$ cat src/rtl/seqgen_pkg.sv
package seqgen_pkg;
  localparam int REG_W  = 31;
  localparam int CODE_W = 4;
  localparam int PAT_W  = 8;
  localparam int IDX_W  = $clog2(PAT_W);

  typedef logic [CODE_W-1:0] mode_t;
  typedef logic [REG_W-1:0]  lfsr_t;
  typedef logic [PAT_W-1:0]  word_t;

  localparam logic [2:0] ZSUP_SEL = 3'd4;

  // XOR of the far stage (register length) and the near tap
  function automatic logic lfsr_feedback(input lfsr_t st, input logic [2:0] sel);
    logic fb;
    case (sel)
      3'd0:    fb = st[8]  ^ st[4];
      3'd1:    fb = st[10] ^ st[8];
      3'd2:    fb = st[14] ^ st[13];
      3'd3:    fb = st[19] ^ st[16];
      3'd4:    fb = st[19] ^ st[2];
      3'd5:    fb = st[22] ^ st[17];
      3'd6:    fb = st[28] ^ st[26];
      default: fb = st[30] ^ st[27];
    endcase
    return fb;
  endfunction

  function automatic lfsr_t lfsr_advance(input lfsr_t st, input logic [2:0] sel);
    return {st[REG_W-2:0], lfsr_feedback(st, sel)};
  endfunction

  function automatic word_t fixed_word(input logic [2:0] sel);
    word_t w;
    case (sel)
      3'd0:    w = 8'b0000_0000;
      3'd1:    w = 8'b1111_1111;
      3'd2:    w = 8'b0101_0101;
      3'd3:    w = 8'b0011_0011;
      3'd4:    w = 8'b0111_1111;
      3'd5:    w = 8'b1000_0000;
      3'd6:    w = 8'b0111_0111;
      default: w = 8'b1000_1000;
    endcase
    return w;
  endfunction
endpackage

$ cat src/rtl/seqgen_cfg.sv
module seqgen_cfg
  import seqgen_pkg::*;
(
  input  logic  clk,
  input  logic  rst_n,
  input  logic  load,
  input  mode_t mode_in,
  input  logic  inv_in,
  output mode_t mode_q,
  output logic  inv_q
);
  always_ff @(posedge clk or negedge rst_n) begin
    if (!rst_n) begin
      mode_q <= '0;
      inv_q  <= 1'b0;
    end else if (load) begin
      mode_q <= mode_in;
      inv_q  <= inv_in;
    end
  end
endmodule

$ cat src/rtl/seqgen_lfsr.sv
module seqgen_lfsr
  import seqgen_pkg::*;
#(
  parameter int ZRUN_LIMIT = 14,
  localparam int ZW = $clog2(ZRUN_LIMIT + 1)
) (
  input  logic          clk,
  input  logic          rst_n,
  input  logic          restart,
  input  logic          step,
  input  logic [2:0]    sel,
  input  logic          zsup_en,
  output lfsr_t         state,
  output logic [ZW-1:0] zrun,
  output logic          forced,
  output logic          prbs_bit
);
  logic fb;

  assign fb       = lfsr_feedback(state, sel);
  assign forced   = zsup_en && (zrun == ZW'(ZRUN_LIMIT));
  assign prbs_bit = fb | forced;

  always_ff @(posedge clk or negedge rst_n) begin
    if (!rst_n) begin
      state <= '1;
      zrun  <= '0;
    end else if (restart) begin
      state <= '1;
      zrun  <= '0;
    end else if (step) begin
      state <= lfsr_advance(state, sel);
      if (prbs_bit)
        zrun <= '0;
      else if (zrun != ZW'(ZRUN_LIMIT))
        zrun <= zrun + 1'b1;
    end
  end
endmodule

$ cat src/rtl/seqgen_pattern.sv
module seqgen_pattern
  import seqgen_pkg::*;
(
  input  logic             clk,
  input  logic             rst_n,
  input  logic             restart,
  input  logic             step,
  input  logic [2:0]       sel,
  output logic [IDX_W-1:0] idx,
  output logic             pat_bit
);
  word_t word;

  assign word    = fixed_word(sel);
  assign pat_bit = word[IDX_W'(PAT_W - 1) - idx];

  always_ff @(posedge clk or negedge rst_n) begin
    if (!rst_n)
      idx <= '0;
    else if (restart)
      idx <= '0;
    else if (step)
      idx <= idx + 1'b1;
  end
endmodule

$ cat src/rtl/seqgen_top.sv
module seqgen_top
  import seqgen_pkg::*;
#(
  parameter int ZRUN_LIMIT = 14,
  localparam int ZW = $clog2(ZRUN_LIMIT + 1)
) (
  input  logic       clk,
  input  logic       rst_n,
  input  logic       en,
  input  logic       load,
  input  logic [3:0] mode_code,
  input  logic       invert,
  output logic       bit_out
);
  mode_t            mode_q;
  logic             inv_q;
  logic             adv;
  logic             is_fixed;
  logic             zsup_en;
  lfsr_t            lfsr_state;
  logic [ZW-1:0]    zrun;
  logic             forced;
  logic             prbs_bit;
  logic [IDX_W-1:0] pat_idx;
  logic             pat_bit;
  logic             next_bit;
  logic             bit_q;

  assign adv      = en && !load;
  assign is_fixed = mode_q[CODE_W-1];
  assign zsup_en  = (mode_q == {1'b0, ZSUP_SEL});

  seqgen_cfg u_cfg (
    .clk     (clk),
    .rst_n   (rst_n),
    .load    (load),
    .mode_in (mode_code),
    .inv_in  (invert),
    .mode_q  (mode_q),
    .inv_q   (inv_q)
  );

  seqgen_lfsr #(.ZRUN_LIMIT(ZRUN_LIMIT)) u_lfsr (
    .clk      (clk),
    .rst_n    (rst_n),
    .restart  (load),
    .step     (adv && !is_fixed),
    .sel      (mode_q[2:0]),
    .zsup_en  (zsup_en),
    .state    (lfsr_state),
    .zrun     (zrun),
    .forced   (forced),
    .prbs_bit (prbs_bit)
  );

  seqgen_pattern u_pat (
    .clk     (clk),
    .rst_n   (rst_n),
    .restart (load),
    .step    (adv && is_fixed),
    .sel     (mode_q[2:0]),
    .idx     (pat_idx),
    .pat_bit (pat_bit)
  );

  assign next_bit = is_fixed ? pat_bit : (prbs_bit ^ inv_q);

  always_ff @(posedge clk or negedge rst_n) begin
    if (!rst_n)
      bit_q <= 1'b0;
    else if (adv)
      bit_q <= next_bit;
  end

  assign bit_out = bit_q;
endmodule

$ cat config.mk
export PLATFORM = sky130hd
export DESIGN_NAME = seqgen_top
export DESIGN_NICKNAME = d
export VERILOG_FILES = /design/src/rtl/seqgen_pkg.sv /design/src/rtl/seqgen_cfg.sv /design/src/rtl/seqgen_lfsr.sv /design/src/rtl/seqgen_pattern.sv /design/src/rtl/seqgen_top.sv
export SDC_FILE = /design/constraint.sdc
export NUM_CORES = 1
export LEC_CHECK = 0
export CAP_MARGIN = 40
export CORE_MARGIN = 3
export CORE_UTILIZATION = 35
export DETAILED_ROUTE_END_ITERATION = 16
export PLACE_DENSITY = 0.58
export SLEW_MARGIN = 25
export SYNTH_ARGS = -nofsm -noshare
export SYNTH_HDL_FRONTEND = slang
export SYNTH_HIERARCHICAL = 1
export SYNTH_SLANG_ARGS = --single-unit
$ cat constraint.sdc
create_clock -name clk -period 2.9 [get_ports clk]
set_input_delay 0.58 -clock clk [delete_from_list [all_inputs] [get_ports clk]]
set_output_delay 0.58 -clock clk [all_outputs]
set_load 0.01 [all_outputs]
==> results of run 1 <==
==> routing by layer <==
metal,GRT usage [%],share of wire [%],vias to the layer above
met5,0,0,-
met4,4.75,0.94,0
met3,3.46,2.8,4
met2,16.1,42,13
met1,16.7,54,685
li1,-,-,730
==> synth_stat cells, types with 2 or more instances <==
library cell,n
buf_2,2
nor2b_1,30
nand2_1,9
mux2i_1,3
and2_1,3
dfstp_2,31
o21ai_0,4
a21oi_1,4
clkbuf_1,5
buf_1,4
xor2_1,9
ha_1,3
a211oi_1,2
a211o_1,30
inv_1,5
mux2_2,5
o22ai_1,3
dfrtp_1,13
nor2_1,10
nand2b_1,3
==> layout make-up <==
cell class	count	area, sq um
sequential	44	1140
fill	581	3510
tap	75	93.8
inverter	5	18.8
clock buffer	6	72.6
multi-input combinational	139	1040
timing repair buffer	13	148
clock inverter	2	35.0
==> where the power goes <==
group / internal [uW] / switching, uW
Clock: 256 / 197
Sequential: 672 / 38.8
Combinational: 100 / 93.8
Total: 1030 / 329
==> flip-flops by register name (all words and copies together), names as in the netlist <==
register / count
u_lfsr/zrun: 4
u_lfsr/state: 31
u_cfg/inv_q: 1
u_pat/idx: 3
u_cfg/mode_q: 4
bit_out: 1
==> cell families after synthesis <==
family / synth area share, %
AND/OR/NAND/NOR: 16.1
XOR/XNOR: 3.92
adder cells (fa/ha/maj): 1.68
flip-flops: 51.0
AO/OA/AOI/OAI: 20.6
buffers and inverters: 2.80
multiplexers: 3.87
==> stage by stage <==
| step | hold slack (ns) | setup WS (ns) | instances | total power, uW | util, % |
|---|---|---|---|---|---|
| 2_1_floorplan | 0.284 | 1.06 | 199 | 846 | - |
| 3_3_place_gp | 0.491 | 0.505 | 275 | 911 | 39.8 |
| 3_5_place_dp | 0.496 | 0.498 | 275 | 913 | 39.8 |
| 4_1_cts | 0.384 | 0.800 | 283 | 1380 | 41.6 |
| 5_1_grt | 0.244 | 0.635 | 284 | 1440 | 42.0 |
| 6_report | 0.246 | 0.800 | 284 | 1360 | 42.0 |
==> worst max-delay path: cells and delay by family <==
kind / cells / cell delay [ns]
AND/OR/NAND/NOR: 3 / 0.75
buffers and inverters: 2 / 0.70
AO/OA/AOI/OAI: 1 / 0.27
==> worst paths after layout <==
| kind | cells after the start | end | startpoint | slack (ns) |
|---|---|---|---|---|
| max | 6 | u_lfsr/state[18] | load | 0.80 |
| min | 1 | u_lfsr/zrun[0] | rst_n | 0.25 |
| max reg2reg | 8 | bit_out | u_lfsr/state[17] | 0.86 |
| min reg2reg | 2 | bit_out | bit_out | 0.50 |
| max in group asynchronous | 2 | u_lfsr/state[26] | rst_n | 2.08 |
| min in group clk | 2 | bit_out | bit_out | 0.50 |
==> impl_metrics.toml, run 1 <==
[outcome]
status = "complete, no violations"

[cells_and_area]
num_antenna_cells = 0
drive_gt1_share_pct = 27.8
areaGrowthSynthToFinish_pct = 14.0
final_common_cell = "dfstp_2"
layout_common_cells = "dfstp_2 (31), nor2b_1 (30), a211o_1 (30)"
design_area_sq_mm = 0.00255
final_nets = 220

[synth]
syn_area_sq_mm = 0.00223
synth_edf_count = 0
yosys.area.top_type_share_pct = 36.5
synth_cell_types = 41
yosys_warnings = 6
syn_inst = 199
synth_ff_type = "dfstp_2"
synth-async-reset-ratio_pct = 100
yosys.area.top_type = "dfstp_2"
syn_nets = 211
synth-seq-area-share_pct = 51.0
avgSynthCellArea_sq_um = 11.2
ys_ff_latch = 44
synthTopCellsByArea = "dfstp_2 (36%), dfrtp_1 (15%), a211o_1 (12%)"

[sta]
max_freq_ghz = 0.476
rsz0062_at_grt = "false"
min_period_over_period_pct = 72.4
maxSlewViolCount = 0
finClkSkew_ns = 0.00544
period_minus_slack_ns = 2.10
slew_headroom_pct = 55.3
fin_tns_setup_ns = 0
hold_viol = 0
max_slew.worst_pin.slew_ns = 0.662
setup_violations = 0

[detailed_routing]
vias = 1432
ant_nets = 0
initialDrtViolationCount = 90
routed_wl_mm = 3.96
dr.pass1.iters = 4
routedWlPerCell_um = 13.9
drc = 0
viasPerCell = 5.04

[die]
pin_count = 10
core_sq_mm = 0.00606
initial_core_util_pct = 36.8
die_area_sq_mm = 0.00738
die_height_um = 85.9
dieWidth_um = 85.9
rows = 28

[power]
powerDensity_mw_per_mm2 = 533
p_leak_uw = 0.000940
ir_drop_mv = 0.324

[clock_network]
postCtsSetupRepairBufs = 0
cts_root_buf = "clkbuf_8"
cts_max_level = 2
clkTransAtPathRegs_ns = 0.08
cts_tree = "built"
cts_buffer_depth = 2
cts_hold_buf = 0
cts_made_buffers = 5
cts-resized-gates = 0
clock_sinks = 44
clk_latency_ns = 0.29

[setup_path]
setup.worst_path.start_class = "input port"
path_class = "input port to flip-flop"
path_max_fanout = 42
crit_chain = "clkdlybuf4s50_1 -> nand2b_1 -> nor2_4 -> buf_12 -> nor2b_1 -> a211o_1"
max_stage_delay_ns = 0.45
worstPathRequired_ns = 3.12
end_kind = "flip-flop"
cp_data_arrival_time_ns = 2.32
cp_slowest_cell = "nor2_4"

[place]
place_area_sq_mm = 0.00241
dp_hpwl_mm = 2.44
gp_congestion = 0.769
port_buffers = 9

[grt]
grt_antenna_before_repair = 0
grtUsageTotal_pct = 11.6
overflow = 0
grt_pass1_vias = 1342
grt_pass1_wl_mm = 6.69
grt_max_degree = 46

[run]
drv_cap = 0

[min_path]
hold_path_class = "input port to async pin"
No activity file was read; power rests on OpenSTA's default activity.
==> run 2: changes to the inputs <==
==> constraint.sdc (replaced) <==
create_clock -name clk -period 2 [get_ports clk]
set_input_delay 0.4 -clock clk [delete_from_list [all_inputs] [get_ports clk]]
set_output_delay 0.4 -clock clk [all_outputs]
set_load 0.01 [all_outputs]
==> impl_metrics.toml, run 2 (synthesis results as in run 1) <==
[clock_network]
cts_made_buffers = 5
cts_max_level = 2
clock_sinks = 44
cts-resized-gates = 0
postCtsSetupRepairBufs = 0
clk_latency_ns = 0.29
cts_tree = "built"
clkTransAtPathRegs_ns = 0.08
cts_buffer_depth = 2
cts_hold_buf = 0
cts_root_buf = "clkbuf_8"

[die]
pin_count = 10
die_height_um = 85.9
initial_core_util_pct = 36.8
die_area_sq_mm = 0.00738
dieWidth_um = 85.9
core_sq_mm = 0.00606
rows = 28

[cells_and_area]
reg_top3 = "u_lfsr/state x31, u_cfg/mode_q x4, u_lfsr/zrun x4"
fill_cells = 576
final_nets = 227
num_antenna_cells = 0
final_common_cell = "dfstp_2"
drive_gt1_share_pct = 30.6
regMostFlops = "u_lfsr/state"
layout_common_cells = "dfstp_2 (31), nor2b_1 (30), a211o_1 (30)"
areaGrowthSynthToFinish_pct = 15.9
largest_reg_flops = 31

[sta]
period_minus_slack_ns = 1.84
fin_tns_setup_ns = 0
min_period_over_period_pct = 91.8
slew_headroom_pct = 63.6
setup_violations = 0
maxSlewViolCount = 0
finClkSkew_ns = 0.00656
post-route-worst-setup-slack_ns = 0.164
max_freq_ghz = 0.545
hold_viol = 0
rsz0062_at_grt = "false"
max_slew.worst_pin.slew_ns = 0.546

[setup_path]
end_kind = "flip-flop"
path_max_fanout = 3
crit_top_cell = "xor2_1"
worstPathRequired_ns = 2.19
path_class = "flip-flop to flip-flop"
setup.worst_path.start_class = "flip-flop"
max_stage_delay_ns = 0.55
timing.rr.start = "u_lfsr/state[22]"
cp_data_arrival_time_ns = 2.02
crit_path_start = "u_lfsr/state[22]"
cp_slowest_cell = "dfstp_2"
crit_chain = "xor2_1 -> a31oi_1 -> o22a_1 -> o21ai_2 -> or2_2 -> xor2_1 -> mux2i_1 -> o21ai_1"

[grt]
grt_pass1_vias = 1499
grt_antenna_before_repair = 0
grt_max_degree = 46
grtUsageTotal_pct = 12.4
grt_pass1_wl_mm = 7.32
overflow = 0

[power]
powerDensity_mw_per_mm2 = 774
finalPower_uw = 2000
ir_drop_mv = 0.359
p_leak_uw = 0.000967

[place]
dp_hpwl_mm = 2.61
port_buffers = 9
dp_slack_ns = 0.0692
gp_congestion = 0.727

[detailed_routing]
dr.pass1.iters = 4
initialDrtViolationCount = 61
routedWlPerCell_um = 14.2
viasPerCell = 5.12
drc = 0
vias = 1489
ant_nets = 0
routed_wl_mm = 4.13

[min_path]
hold_path_class = "input port to async pin"

[outcome]
status = "complete, no violations"

[run]
drv_cap = 0
[run 2: changes by cell type in the layout (fill, tap and decap cells not counted), sizes merged]
| cell | change |
|---|---|
| buf | +7 |
[run 2: layer usage]
layer	track usage, %	wire length, um
met2	18.8	1840
met4	4.75	57
met3	2.88	141
met5	0	0
met1	17.2	2090
[run 2: path summary, 6_finish.rpt]
| path | slack [ns] | end | depth (start not counted) |
|---|---|---|---|
| setup / recovery | 0.16 | bit_out | 8 |
| min in group clk | 0.51 | bit_out | 2 |
| max in group asynchronous | 1.43 | u_cfg/mode_q[1] | 2 |
| hold / removal | 0.18 | u_cfg/mode_q[2] | 2 |
| hold reg to reg | 0.51 | bit_out | 2 |
| setup reg to reg | 0.16 | bit_out | 8 |
[run 2: cell type report]
| cell class | instances | area [sq um] | area share (%) |
|---|---|---|---|
| clock buffers | 6 | 72.6 | 2.80 |
| clock inverters | 2 | 35.0 | 1.35 |
| inverters | 5 | 18.8 | 0.725 |
| multi-input cells | 139 | 1050 | 40.4 |
| flip-flops and latches | 44 | 1140 | 44.1 |
| well taps | 75 | 93.8 | 3.63 |
| repair buffers | 20 | 180 | 6.96 |
[run 2: power by group]
part	internal, uW	leakage [uW]	total, uW	switching (uW)
registers	975	0.000494	1030	52.0
logic	161	0.000418	309	148
clock network	371	0.0000552	667	297
total	1510	0.000967	2000	496
[run 2: metrics by stage]
stage / util, % / hold slack (ns) / area, sq um / std cells
finish: 42.7 / 0.180 / 2590 / 291
global route: 42.7 / 0.214 / 2590 / 291
CTS: 42.5 / 0.195 / 2580 / 291
detailed placement: 40.8 / 0.494 / 2470 / 283
global placement: 40.8 / 0.505 / 2470 / 283
floorplan: - / 0.104 / 2230 / 199
[run 2: worst max-delay path, delay by kind of cell (launching register included)]
kind | cells | cell delay [ns]
AOI/OAI and AO/OA | 4 | 0.53
muxes | 1 | 0.14
xor gates and xnor gates | 2 | 0.23
DFF | 1 | 0.55
and+or+nand+nor | 1 | 0.28
==> run 3: changes to the inputs <==
--- a/config.mk
+++ b/config.mk
@@ -7,9 +7,9 @@
 export LEC_CHECK = 0
 export CAP_MARGIN = 40
 export CORE_MARGIN = 3
-export CORE_UTILIZATION = 35
+export CORE_UTILIZATION = 39
 export DETAILED_ROUTE_END_ITERATION = 16
-export PLACE_DENSITY = 0.58
+export PLACE_DENSITY = 0.62
 export SLEW_MARGIN = 25
 export SYNTH_ARGS = -nofsm -noshare
 export SYNTH_HDL_FRONTEND = slang
==> constraint.sdc (replaced) <==
create_clock -name clk -period 2.19 [get_ports clk]
set_input_delay 0.438 -clock clk [delete_from_list [all_inputs] [get_ports clk]]
set_output_delay 0.438 -clock clk [all_outputs]
set_load 0.01 [all_outputs]
==> impl_metrics.toml, run 3 (synthesis results as in run 1) <==
[cells_and_area]
drive_gt1_share_pct = 29.6
final_common_cell = "dfstp_2"
regMostFlops = "u_lfsr/state"
num_antenna_cells = 0
fill_cells = 486
areaGrowthSynthToFinish_pct = 15.1
final_nets = 224
largest_reg_flops = 31
layout_common_cells = "dfstp_2 (31), nor2b_1 (30), a211o_1 (30)"
reg_top3 = "u_lfsr/state x31, u_cfg/mode_q x4, u_lfsr/zrun x4"

[clock_network]
cts_hold_buf = 0
postCtsSetupRepairBufs = 0
clk_latency_ns = 0.29
cts_made_buffers = 5
clkTransAtPathRegs_ns = 0.08
cts-resized-gates = 0
cts_max_level = 2
cts_root_buf = "clkbuf_8"
clock_sinks = 44
cts_tree = "built"
cts_buffer_depth = 2

[sta]
finClkSkew_ns = 0.00355
max_slew.worst_pin.slew_ns = 0.482
fin_tns_setup_ns = 0
period_minus_slack_ns = 2.01
max_freq_ghz = 0.497
min_period_over_period_pct = 91.8
setup_violations = 0
rsz0062_at_grt = "false"
slew_headroom_pct = 67.9
hold_viol = 0
maxSlewViolCount = 0

[detailed_routing]
viasPerCell = 5.22
initialDrtViolationCount = 54
dr.pass1.iters = 4
drc = 0
routedWlPerCell_um = 13.8
routed_wl_mm = 3.90
ant_nets = 0
vias = 1477

[setup_path]
cp_data_arrival_time_ns = 2.22
end_kind = "flip-flop"
crit_chain = "xor2_1 -> o22ai_1 -> o22a_1 -> o21ai_2 -> or2_2 -> xor2_1 -> mux2i_1 -> o21ai_1"
max_stage_delay_ns = 0.56
worstPathRequired_ns = 2.40
setup.worst_path.start_class = "flip-flop"
crit_buf_inv = 0
cp_slowest_cell = "dfstp_2"
path_max_fanout = 5
path_class = "flip-flop to flip-flop"
crit_top_cell = "xor2_1"
path_delay_family = "compound AO/OA/AOI/OAI gates"

[grt]
grt_max_degree = 46
grtUsageTotal_pct = 12.8
grt_antenna_before_repair = 0
overflow = 0
grt_pass1_wl_mm = 6.64
grt_pass1_vias = 1422

[power]
clock_power_share_pct = 33.1
power_frac_seq_pct = 51.8
pwr-share-comb_pct = 15.1
p_leak_uw = 0.000962
switching_share_pct = 24.9
p_sw_uw = 449
powerDensity_mw_per_mm2 = 702
finalPower_uw = 1810
ir_drop_mv = 0.369
p_int_uw = 1360

[die]
initial_core_util_pct = 41.9
pin_count = 10
rows = 26
dieWidth_um = 81.7
die_area_sq_mm = 0.00667
core_sq_mm = 0.00534
die_height_um = 81.7

[outcome]
status = "complete, no violations"

[min_path]
hold_path_class = "input port to async pin"

[place]
port_buffers = 9
gp_congestion = 0.791
dp_hpwl_mm = 2.60

[run]
drv_cap = 0
run 3: through the flow:
stage / hold WS, ns / util (%) / area, sq um / instances / setup slack, ns
after floorplan: 0.142 / - / 2230 / 199 / 0.345
after global placement: 0.432 / 46.0 / 2450 / 275 / 0.198
after detailed placement: 0.432 / 46.0 / 2450 / 275 / 0.196
after CTS: 0.113 / 48.2 / 2570 / 283 / 0.178
after global routing: 0.128 / 48.2 / 2570 / 283 / 0.0187
final: 0.108 / 48.2 / 2570 / 283 / 0.180
run 3: cell type report:
class	count	area, sq um	share of cell area (%)
Inverter	5	18.8	0.730
Sequential cell	44	1140	44.3
Tap cell	70	87.6	3.41
Clock buffer	7	108	4.18
Clock inverter	1	8.76	0.341
Timing Repair Buffer	17	170	6.62
Multi-Input combinational cell	139	1040	40.4
run 3: final timing paths:
path | startpoint | endpoint | slack, ns | depth (start not counted)
max in group asynchronous | rst_n | u_lfsr/state[0] | 1.52 | 2
min | rst_n | u_pat/idx[0] | 0.11 | 1
max reg2reg | u_lfsr/state[13] | bit_out | 0.18 | 8
min reg2reg | bit_out | bit_out | 0.52 | 2
min in group clk | bit_out | bit_out | 0.52 | 2
max | u_lfsr/state[13] | bit_out | 0.18 | 8
run 3: power by group through the flow:
stage                     registers [uW]  logic (uW)  clock network (uW)
after global placement               949         272                   0
after detailed placement             951         274                   0
after floorplan                      941         180                   0
after global routing                 944         302                 663
after CTS                            937         275                 630
final                                935         272                 598
run 3: per-layer routing:
metal	GRT usage [%]	wire length [um]	up-vias	part of all wire [%]
li1	-	-	729	-
met3	2.96	126	2	3.2
met1	17.7	1960	729	50
met2	19.6	1790	17	46
met4	4.32	27	0	0.69
met5	0	0	-	0
